**config.mk**
```make
export PLATFORM = sky130hd
export DESIGN_NAME = bytelane_sram_port
export DESIGN_NICKNAME = d
export VERILOG_FILES = /design/src/rtl/blsp_pkg.sv /design/src/rtl/blsp_sampler.sv /design/src/rtl/blsp_decode.sv /design/src/rtl/blsp_array.sv /design/src/rtl/bytelane_sram_port.sv
export SDC_FILE = /design/constraint.sdc
export NUM_CORES = 2
export LEC_CHECK = 0
export BUFFER_PORTS_ARGS = -buffer_cell sky130_fd_sc_hd__clkbuf_2
export CAP_MARGIN = 30
export CORE_ASPECT_RATIO = 0.8
export CORE_MARGIN = 1
export CORE_UTILIZATION = 55
export DETAILED_ROUTE_END_ITERATION = 6
export MAX_ROUTING_LAYER = met4
export PLACE_DENSITY = 0.71
export SKIP_LAST_GASP = 1
export SLEW_MARGIN = 20
export SYNTH_ARGS = -nofsm -noshare
export SYNTH_HDL_FRONTEND = slang
export SYNTH_HIERARCHICAL = 1
export SYNTH_SLANG_ARGS = --single-unit
export TNS_END_PERCENT = 50
```
**constraint.sdc**
```tcl
create_clock -name clk -period 4.35 [get_ports clk]
set_input_delay 0.435 -clock clk [delete_from_list [all_inputs] [get_ports clk]]
set_output_delay 0.435 -clock clk [all_outputs]
set_load 0.01 [all_outputs]
```
**src/rtl/blsp_pkg.sv**
```systemverilog
package blsp_pkg;
  localparam int LANES  = 2;
  localparam int LANE_W = 8;
  localparam int DATA_W = LANES * LANE_W;

  typedef enum logic [1:0] {
    MODE_STANDBY = 2'd0,
    MODE_IDLE    = 2'd1,
    MODE_READ    = 2'd2,
    MODE_WRITE   = 2'd3
  } port_mode_e;

  typedef struct packed {
    logic sel1_n;
    logic sel2;
    logic wr_n;
    logic rd_n;
    logic ub_n;
    logic lb_n;
  } ctrl_t;

  localparam ctrl_t CTRL_IDLE = '{sel1_n: 1'b1, sel2: 1'b0, wr_n: 1'b1,
                                  rd_n: 1'b1, ub_n: 1'b1, lb_n: 1'b1};

  function automatic logic [LANES-1:0] lane_pick(ctrl_t c);
    return {~c.ub_n, ~c.lb_n};
  endfunction

  function automatic port_mode_e decode_mode(ctrl_t c, logic single_ce);
    logic enabled;
    enabled = ~c.sel1_n & (c.sel2 | single_ce) & (|lane_pick(c));
    if (!enabled)      return MODE_STANDBY;
    else if (!c.wr_n)  return MODE_WRITE;
    else if (!c.rd_n)  return MODE_READ;
    else               return MODE_IDLE;
  endfunction

  function automatic logic [LANES-1:0] write_strobe(ctrl_t c, logic single_ce);
    return (decode_mode(c, single_ce) == MODE_WRITE) ? lane_pick(c) : '0;
  endfunction

  function automatic logic [LANES-1:0] read_drive(ctrl_t c, logic single_ce);
    return (decode_mode(c, single_ce) == MODE_READ) ? lane_pick(c) : '0;
  endfunction
endpackage

```
**src/rtl/blsp_sampler.sv**
```systemverilog
module blsp_sampler
  import blsp_pkg::*;
#(
  parameter int ADDR_W = 19
) (
  input  logic                clk,
  input  logic                rst_n,
  input  ctrl_t               pin_ctrl,
  input  logic [ADDR_W-1:0]   pin_addr,
  input  logic [DATA_W-1:0]   pin_data,
  output ctrl_t               cur_ctrl,
  output logic [ADDR_W-1:0]   cur_addr,
  output ctrl_t               prv_ctrl,
  output logic [ADDR_W-1:0]   prv_addr,
  output logic [DATA_W-1:0]   prv_data
);
  logic [DATA_W-1:0] cur_data;

  always_ff @(posedge clk or negedge rst_n) begin
    if (!rst_n) begin
      cur_ctrl <= CTRL_IDLE;
      cur_addr <= '0;
      cur_data <= '0;
      prv_ctrl <= CTRL_IDLE;
      prv_addr <= '0;
      prv_data <= '0;
    end else begin
      cur_ctrl <= pin_ctrl;
      cur_addr <= pin_addr;
      cur_data <= pin_data;
      prv_ctrl <= cur_ctrl;
      prv_addr <= cur_addr;
      prv_data <= cur_data;
    end
  end
endmodule

```
**src/rtl/blsp_decode.sv**
```systemverilog
module blsp_decode
  import blsp_pkg::*;
#(
  parameter bit SINGLE_CE = 1'b0
) (
  input  ctrl_t             cur_ctrl,
  input  ctrl_t             prv_ctrl,
  output port_mode_e        mode,
  output logic [LANES-1:0]  drive_lanes,
  output logic [LANES-1:0]  commit
);
  logic [LANES-1:0] cur_strobe;
  logic [LANES-1:0] prv_strobe;

  always_comb begin
    mode        = decode_mode(cur_ctrl, SINGLE_CE);
    drive_lanes = read_drive(cur_ctrl, SINGLE_CE);
    cur_strobe  = write_strobe(cur_ctrl, SINGLE_CE);
    prv_strobe  = write_strobe(prv_ctrl, SINGLE_CE);
  end

  for (genvar g = 0; g < LANES; g++) begin : g_edge
    assign commit[g] = prv_strobe[g] & ~cur_strobe[g];
  end
endmodule

```
**src/rtl/blsp_array.sv**
```systemverilog
module blsp_array
  import blsp_pkg::*;
#(
  parameter int ADDR_W   = 19,
  parameter int ARRAY_AW = 8
) (
  input  logic                clk,
  input  logic [ADDR_W-1:0]   rd_addr,
  input  logic [ADDR_W-1:0]   wr_addr,
  input  logic [DATA_W-1:0]   wr_data,
  input  logic [LANES-1:0]    wr_lane,
  output logic [DATA_W-1:0]   rd_data
);
  localparam int DEPTH = 1 << ARRAY_AW;

  logic [ARRAY_AW-1:0] rd_idx;
  logic [ARRAY_AW-1:0] wr_idx;

  assign rd_idx = ARRAY_AW'(rd_addr % ADDR_W'(DEPTH));
  assign wr_idx = ARRAY_AW'(wr_addr % ADDR_W'(DEPTH));

  for (genvar g = 0; g < LANES; g++) begin : g_lane
    logic [LANE_W-1:0] mem [DEPTH];
    always_ff @(posedge clk) begin
      if (wr_lane[g]) mem[wr_idx] <= wr_data[g*LANE_W +: LANE_W];
    end
    assign rd_data[g*LANE_W +: LANE_W] = mem[rd_idx];
  end
endmodule

```
**src/rtl/bytelane_sram_port.sv**
```systemverilog
module bytelane_sram_port
  import blsp_pkg::*;
#(
  parameter int ADDR_W    = 19,
  parameter int ARRAY_AW  = 8,
  parameter bit SINGLE_CE = 1'b0
) (
  input  logic              clk,
  input  logic              rst_n,
  input  logic              sel1_n,
  input  logic              sel2,
  input  logic              wr_n,
  input  logic              rd_n,
  input  logic              ub_n,
  input  logic              lb_n,
  input  logic [ADDR_W-1:0] addr,
  input  logic [15:0]       dq_in,
  output logic [15:0]       dq_out,
  output logic [1:0]        dq_oe
);
  ctrl_t              pin_ctrl;
  ctrl_t              cur_ctrl;
  ctrl_t              prv_ctrl;
  logic [ADDR_W-1:0]  cur_addr;
  logic [ADDR_W-1:0]  prv_addr;
  logic [DATA_W-1:0]  prv_data;
  port_mode_e         mode;
  logic [LANES-1:0]   drive_lanes;
  logic [LANES-1:0]   wr_commit;
  logic [DATA_W-1:0]  array_q;

  assign pin_ctrl = '{sel1_n: sel1_n, sel2: sel2, wr_n: wr_n,
                      rd_n: rd_n, ub_n: ub_n, lb_n: lb_n};

  blsp_sampler #(.ADDR_W(ADDR_W)) u_sample (
    .clk(clk), .rst_n(rst_n),
    .pin_ctrl(pin_ctrl), .pin_addr(addr), .pin_data(dq_in),
    .cur_ctrl(cur_ctrl), .cur_addr(cur_addr),
    .prv_ctrl(prv_ctrl), .prv_addr(prv_addr), .prv_data(prv_data)
  );

  blsp_decode #(.SINGLE_CE(SINGLE_CE)) u_decode (
    .cur_ctrl(cur_ctrl), .prv_ctrl(prv_ctrl),
    .mode(mode), .drive_lanes(drive_lanes), .commit(wr_commit)
  );

  blsp_array #(.ADDR_W(ADDR_W), .ARRAY_AW(ARRAY_AW)) u_array (
    .clk(clk), .rd_addr(cur_addr), .wr_addr(prv_addr),
    .wr_data(prv_data), .wr_lane(wr_commit), .rd_data(array_q)
  );

  for (genvar g = 0; g < LANES; g++) begin : g_out
    assign dq_out[g*LANE_W +: LANE_W] =
      array_q[g*LANE_W +: LANE_W] & {LANE_W{drive_lanes[g]}};
  end

  assign dq_oe = (mode == MODE_READ) ? drive_lanes : 2'b00;
endmodule

```
# Yosys cells after proc, flatten, opt, wreduce, memory -nomap -nowiden
# Memories as Yosys holds them, arrays and structs flattened.
# Cells that the tools add are included.
# op_classes
bitwise	16
muxes	14
eq_ne	3
reduce_logical	2
# ops
op	count
2-bit 2-to-1 mux	10
8-bit bitwise AND	2
1-bit inverter	8
1-bit bitwise AND	6
2-bit == test (second input constant)	3
1-bit 2-to-1 mux	4
2-bit OR reduction	2
# word_totals
ram_bits	4096
wordCells	53
mem_count	2
register_bits	60
# memory_table
memory	words	width	rd	rd_clocked_by_memory_dff	wr	line	rtl
u_array.g_lane[0].mem	256	8	1	0	1	blsp_array.sv:23	logic [LANE_W-1:0] mem [DEPTH];
u_array.g_lane[1].mem	256	8	1	0	1	blsp_array.sv:23	

# Depth between registers and ports, before layout
# depth
word_depth	10
depth_mapped	13

# By module
# The synthesis kept the hierarchy.
# by_module_without_submodules
module	instances	cells_each	area_per_inst_um2
blsp_array	1	7661	159500.5
blsp_sampler	1	82	2064.5
bytelane_sram_port	1	18	131.4
blsp_decode	1	12	82.6

# Worst setup path before layout
# No wires, ideal clock.
# synth_path
path_type	flip-flop to flip-flop
start	reg u_sample.prv_data[0]
end	mem u_array.g_lane[0].mem[0][0], data pin
setup_slack_ps	381
stages_incl_launch_ff	1
t_arrival_ps	3169
required_time_ps	3549
path_buffers	0
setup_time_ps	801
path_cell_list	dfrtp_1
# synth_rtl
element	line	rtl
from (decl)	blsp_sampler.sv:15	output logic [DATA_W-1:0] prv_data
from (signal assigned)	blsp_sampler.sv:33	prv_data <= cur_data;
to (decl)	blsp_array.sv:23	
# Straight into the memory's write port.

# Worst setup path after layout
# layout_path
start	reg u_sample.cur_addr[0]
end	out dq_out[2]
# layout_via
elab_chain_len	2
# layout_lines
element	line	rtl
from (decl)	blsp_sampler.sv:12	output logic [ADDR_W-1:0] cur_addr,
from (signal assigned)	blsp_sampler.sv:29	cur_addr <= pin_addr;
memory read 256 x 8 bit	--	
via array_q[2]	bytelane_sram_port.sv:30	logic [DATA_W-1:0] array_q;
8-bit bitwise AND	bytelane_sram_port.sv:54	array_q[g*LANE_W +: LANE_W] & {LANE_W{drive_lanes[g]}};
to (decl)	bytelane_sram_port.sv:18	output logic [15:0] dq_out,
# The timed path passes the listed nets, and every way through them passes these cells.

==> results.md <==
* Met2 Track Usage GR at 42.9%
* Top cell by count, worst path: sky130_fd_sc_hd__buf_4
* Vias per std cell at 6.61
* Core Region at just under 0.3 sq mm
* Height of the die at 486 microns
* Clock Skew at 0.0369 ns
* Worst setup path class: flip-flop to output pin
* Routability Congestion at 0.889
* Max Freq at 206 MHz
* Clock H-tree levels at 5
* Horizontal die dimension at 607 microns
* Clock group share of total power at 40.8%
* Post-Layout Cell Count at approximately 13000
* Worst min path class: input port to async pin
* Pin slew with the least headroom to its limit at 1.10 ns
* Fillers at ~18000
* Hold Vio Cnt, Final at 0
* Total power divided by cell area at 436 mW/mm^2
* Synthesized netlist cell count at 7750
* Vias in the first global route at 83800
* Starting density of the core at 55.4%
* Most used routing layer: met2
* Number of nets produced by synthesis at 7793
* Fraction of layout cells with a size suffix above 1 at a little under a third
* Clock insertion delay at the later pin of the skew report at 0.90 ns
* Buffer depth of the longest clock path at 4
* Time the worst path needs with I/O delays and setup at 4.86 ns
* Overflow left after global routing at 0
* Switching share of power at 21.2%
* Cell area after technology mapping at 0.161 sq mm
* Count of synthesis-stage warnings from yosys at 6
* Max-slew violation total from the final report at 0
* Crit-path max FO at 7
* Num CTS Buffers at 390
* Max IR drop VDD at approximately 0.44 mV
* Delay-heaviest family, CP: buffers and inverters
* Area of the multi-input gates at 0.0358 sq mm
* Endpoint class of the critical path: output pin
* Worst slew margin at 26.6%
* Maxcap violations at 0
* Total Negative Setup Slacks at -6.70 ns
* First-pass GRT wire length at 596 mm
* Reg2reg path depth at 4
* Signal arrival time at the worst endpoint at ~4.4 ns
* Violated checks: negative setup slack
* Clock tree from TritonCTS: yes
* Die Outline Area at 0.295 sq mm
* Maximum number of pins on one net before global-route repair at 225
* Met3 usage in global routing at under 10%
* Worst setup slack for register-to-register paths at 0.95 ns
* Total GRT Usage at 28.8%
* Fin util at 64.8%
* Reported leakage power at 61.7 nW
* Count of unresolved DRC violations after routing at 0
* Sequential fraction of design power at between 50% and 60%
* First-pass detailed-route iteration total at 5
* Destination of the worst register-to-register timing path: u_array/g_lane[1].mem[34][7]
* Type of origin of the critical path: flip-flop
* Comb power frac at 5.6%
* CTS root buf: sky130_fd_sc_hd__clkbuf_16
* Number of antenna violations at the first check in global routing at 22
* CP Cell Sequence: buf_16, buf_16, buf_8, mux4_2, mux2_2, a221oi_4, o31ai_1, buf_4, o32ai_2, buf_4, nor4_4, buf_4, and2_2, clkbuf_2
* Detailed-route wire length at roughly 420 mm
* Instance count on the critical path at 14
* Syn avg cell area at 20.8 sq um
* Highest cell delay on the worst timing path at between 0.5 and 0.6 ns
* Iteration-0 DRC count of the detailed router at 12500
* Post-route clock period utilization at 112%
* Port Buffers at between 40 and 50
* Number of cell rows at 177
* Launch instance of the worst register-to-register path: u_sample/prv_addr[1]
* DP HPWL at 249 mm
* Drt wl/cell at 32.4 microns
* Final net count at 8788
* Status: finished, violations left
* Sink count of the clock tree at 4155
* Met1 usage in global routing at between 40% and 50%
* Detailed-route via count at 85400
* Cell type of the slowest stage on the worst timing path: sky130_fd_sc_hd__mux4_2
* Worst-path clk slew at 0.06 ns
* I/O pin total at 61
* Worst EP required at 3.91 ns
* RSZ-0062 raised after global routing: true
* Number of nets with antenna violations after routing at 0
* PnR worst setup slack at -0.514 ns
* Cell internal pwr at 64.8 mW
* Synthesis-to-finish area growth at 17.0%
* Count of buffer and inverter cells on the critical path at 7
* Final count of negative-setup-slack endpoints at 16
* Total placed cells including tap cells at 12100
* Reported net switching power at 17.5 mW
* Area taken by flip-flops and latches at about 0.12 sq mm
per-stage QoR:
step                cell area (sq um)  power, mW  worst slack (ns)  hold slack, ns
floorplan                      161000       47.4             0.381           0.139
global placement               172000       48.9            -0.707           0.332
detailed placement             172000       49.0            -0.310           0.337
CTS                            188000       82.4            -0.437          0.0482
global route                   189000       84.2            -0.553          0.0984
finish                         189000       82.3            -0.514          0.0946
cell type report:
cell class              instances  share of cell area (%)
clock inverters               224                    1.12
inverters                       4                  0.0172
diodes                         21                  0.0279
well taps                    3848                    2.55
clock buffers                 475                    5.48
multi-input cells            3097                    19.0
repair buffers               1097                    5.79
flip-flops and latches       4155                    66.1
worst max-delay path by stage:
stage                    startpoint                          end  slack, ns
6_report       u_sample/cur_addr[0]                    dq_out[2]      -0.51
5_1_grt        u_sample/cur_addr[0]                    dq_out[2]      -0.55
4_1_cts        u_sample/cur_addr[0]                   dq_out[12]      -0.44
2_1_floorplan  u_sample/prv_data[0]  u_array/g_lane[0].mem[0][0]       0.38
3_3_place_gp   u_sample/cur_addr[0]                   dq_out[10]      -0.71
3_5_place_dp   u_sample/cur_addr[0]                    dq_out[9]      -0.31
power by group through the flow:
stage	Combinational [mW]	Clock [mW]	Sequential [mW]
finish	4.59	33.6	44.2
floorplan	2.12	0	45.3
global placement	3.84	0	45.1
global route	4.72	35.3	44.1
detailed placement	3.92	0	45.1
CTS	4.37	33.8	44.2
state kept, by name, summed over array words and instances (netlist names):
name,flops
u_array/g_lane.mem,4096
u_sample/cur_data,16
u_sample/prv_data,16
u_sample/cur_addr,8
u_sample/prv_addr,8
u_sample/cur_ctrl,6
u_sample/prv_ctrl,5
timing repair:
| action | in CTS | in global routing |
|---|---|---|
| pin swaps | 54 | 22 |
| resized for setup | 314 | 89 |
| gates cloned | 26 | 9 |
| hold buffers | 31 | 0 |
| hold endpoints to repair | 67 | 0 |
| buffers inserted | 55 | 23 |
| endpoints found under the setup margin | 16 | 16 |
cells in the final DEF, fill, tap and decap left out, types with 68 or more instances in the layout:
cell	instances
sky130_fd_sc_hd__a21oi_1	170
sky130_fd_sc_hd__buf_12	90
sky130_fd_sc_hd__buf_4	825
sky130_fd_sc_hd__clkbuf_1	68
sky130_fd_sc_hd__clkbuf_16	405
sky130_fd_sc_hd__clkinv_1	78
sky130_fd_sc_hd__clkinv_2	75
sky130_fd_sc_hd__edfxtp_1	4096
sky130_fd_sc_hd__mux2i_1	622
sky130_fd_sc_hd__mux4_2	784
sky130_fd_sc_hd__nand2_1	68
sky130_fd_sc_hd__nor2_1	528
sky130_fd_sc_hd__nor3_1	76
sky130_fd_sc_hd__o221ai_1	187
sky130_fd_sc_hd__o221ai_2	69
sky130_fd_sc_hd__o22ai_1	156
routing by layer:
metal,share of wire [%],vias to the layer above
met5,0,-
met4,3.5,0
met3,12,767
met2,46,5473
met1,38,44700
li1,-,34500
Note: power is estimated with default switching activity, not from simulation.
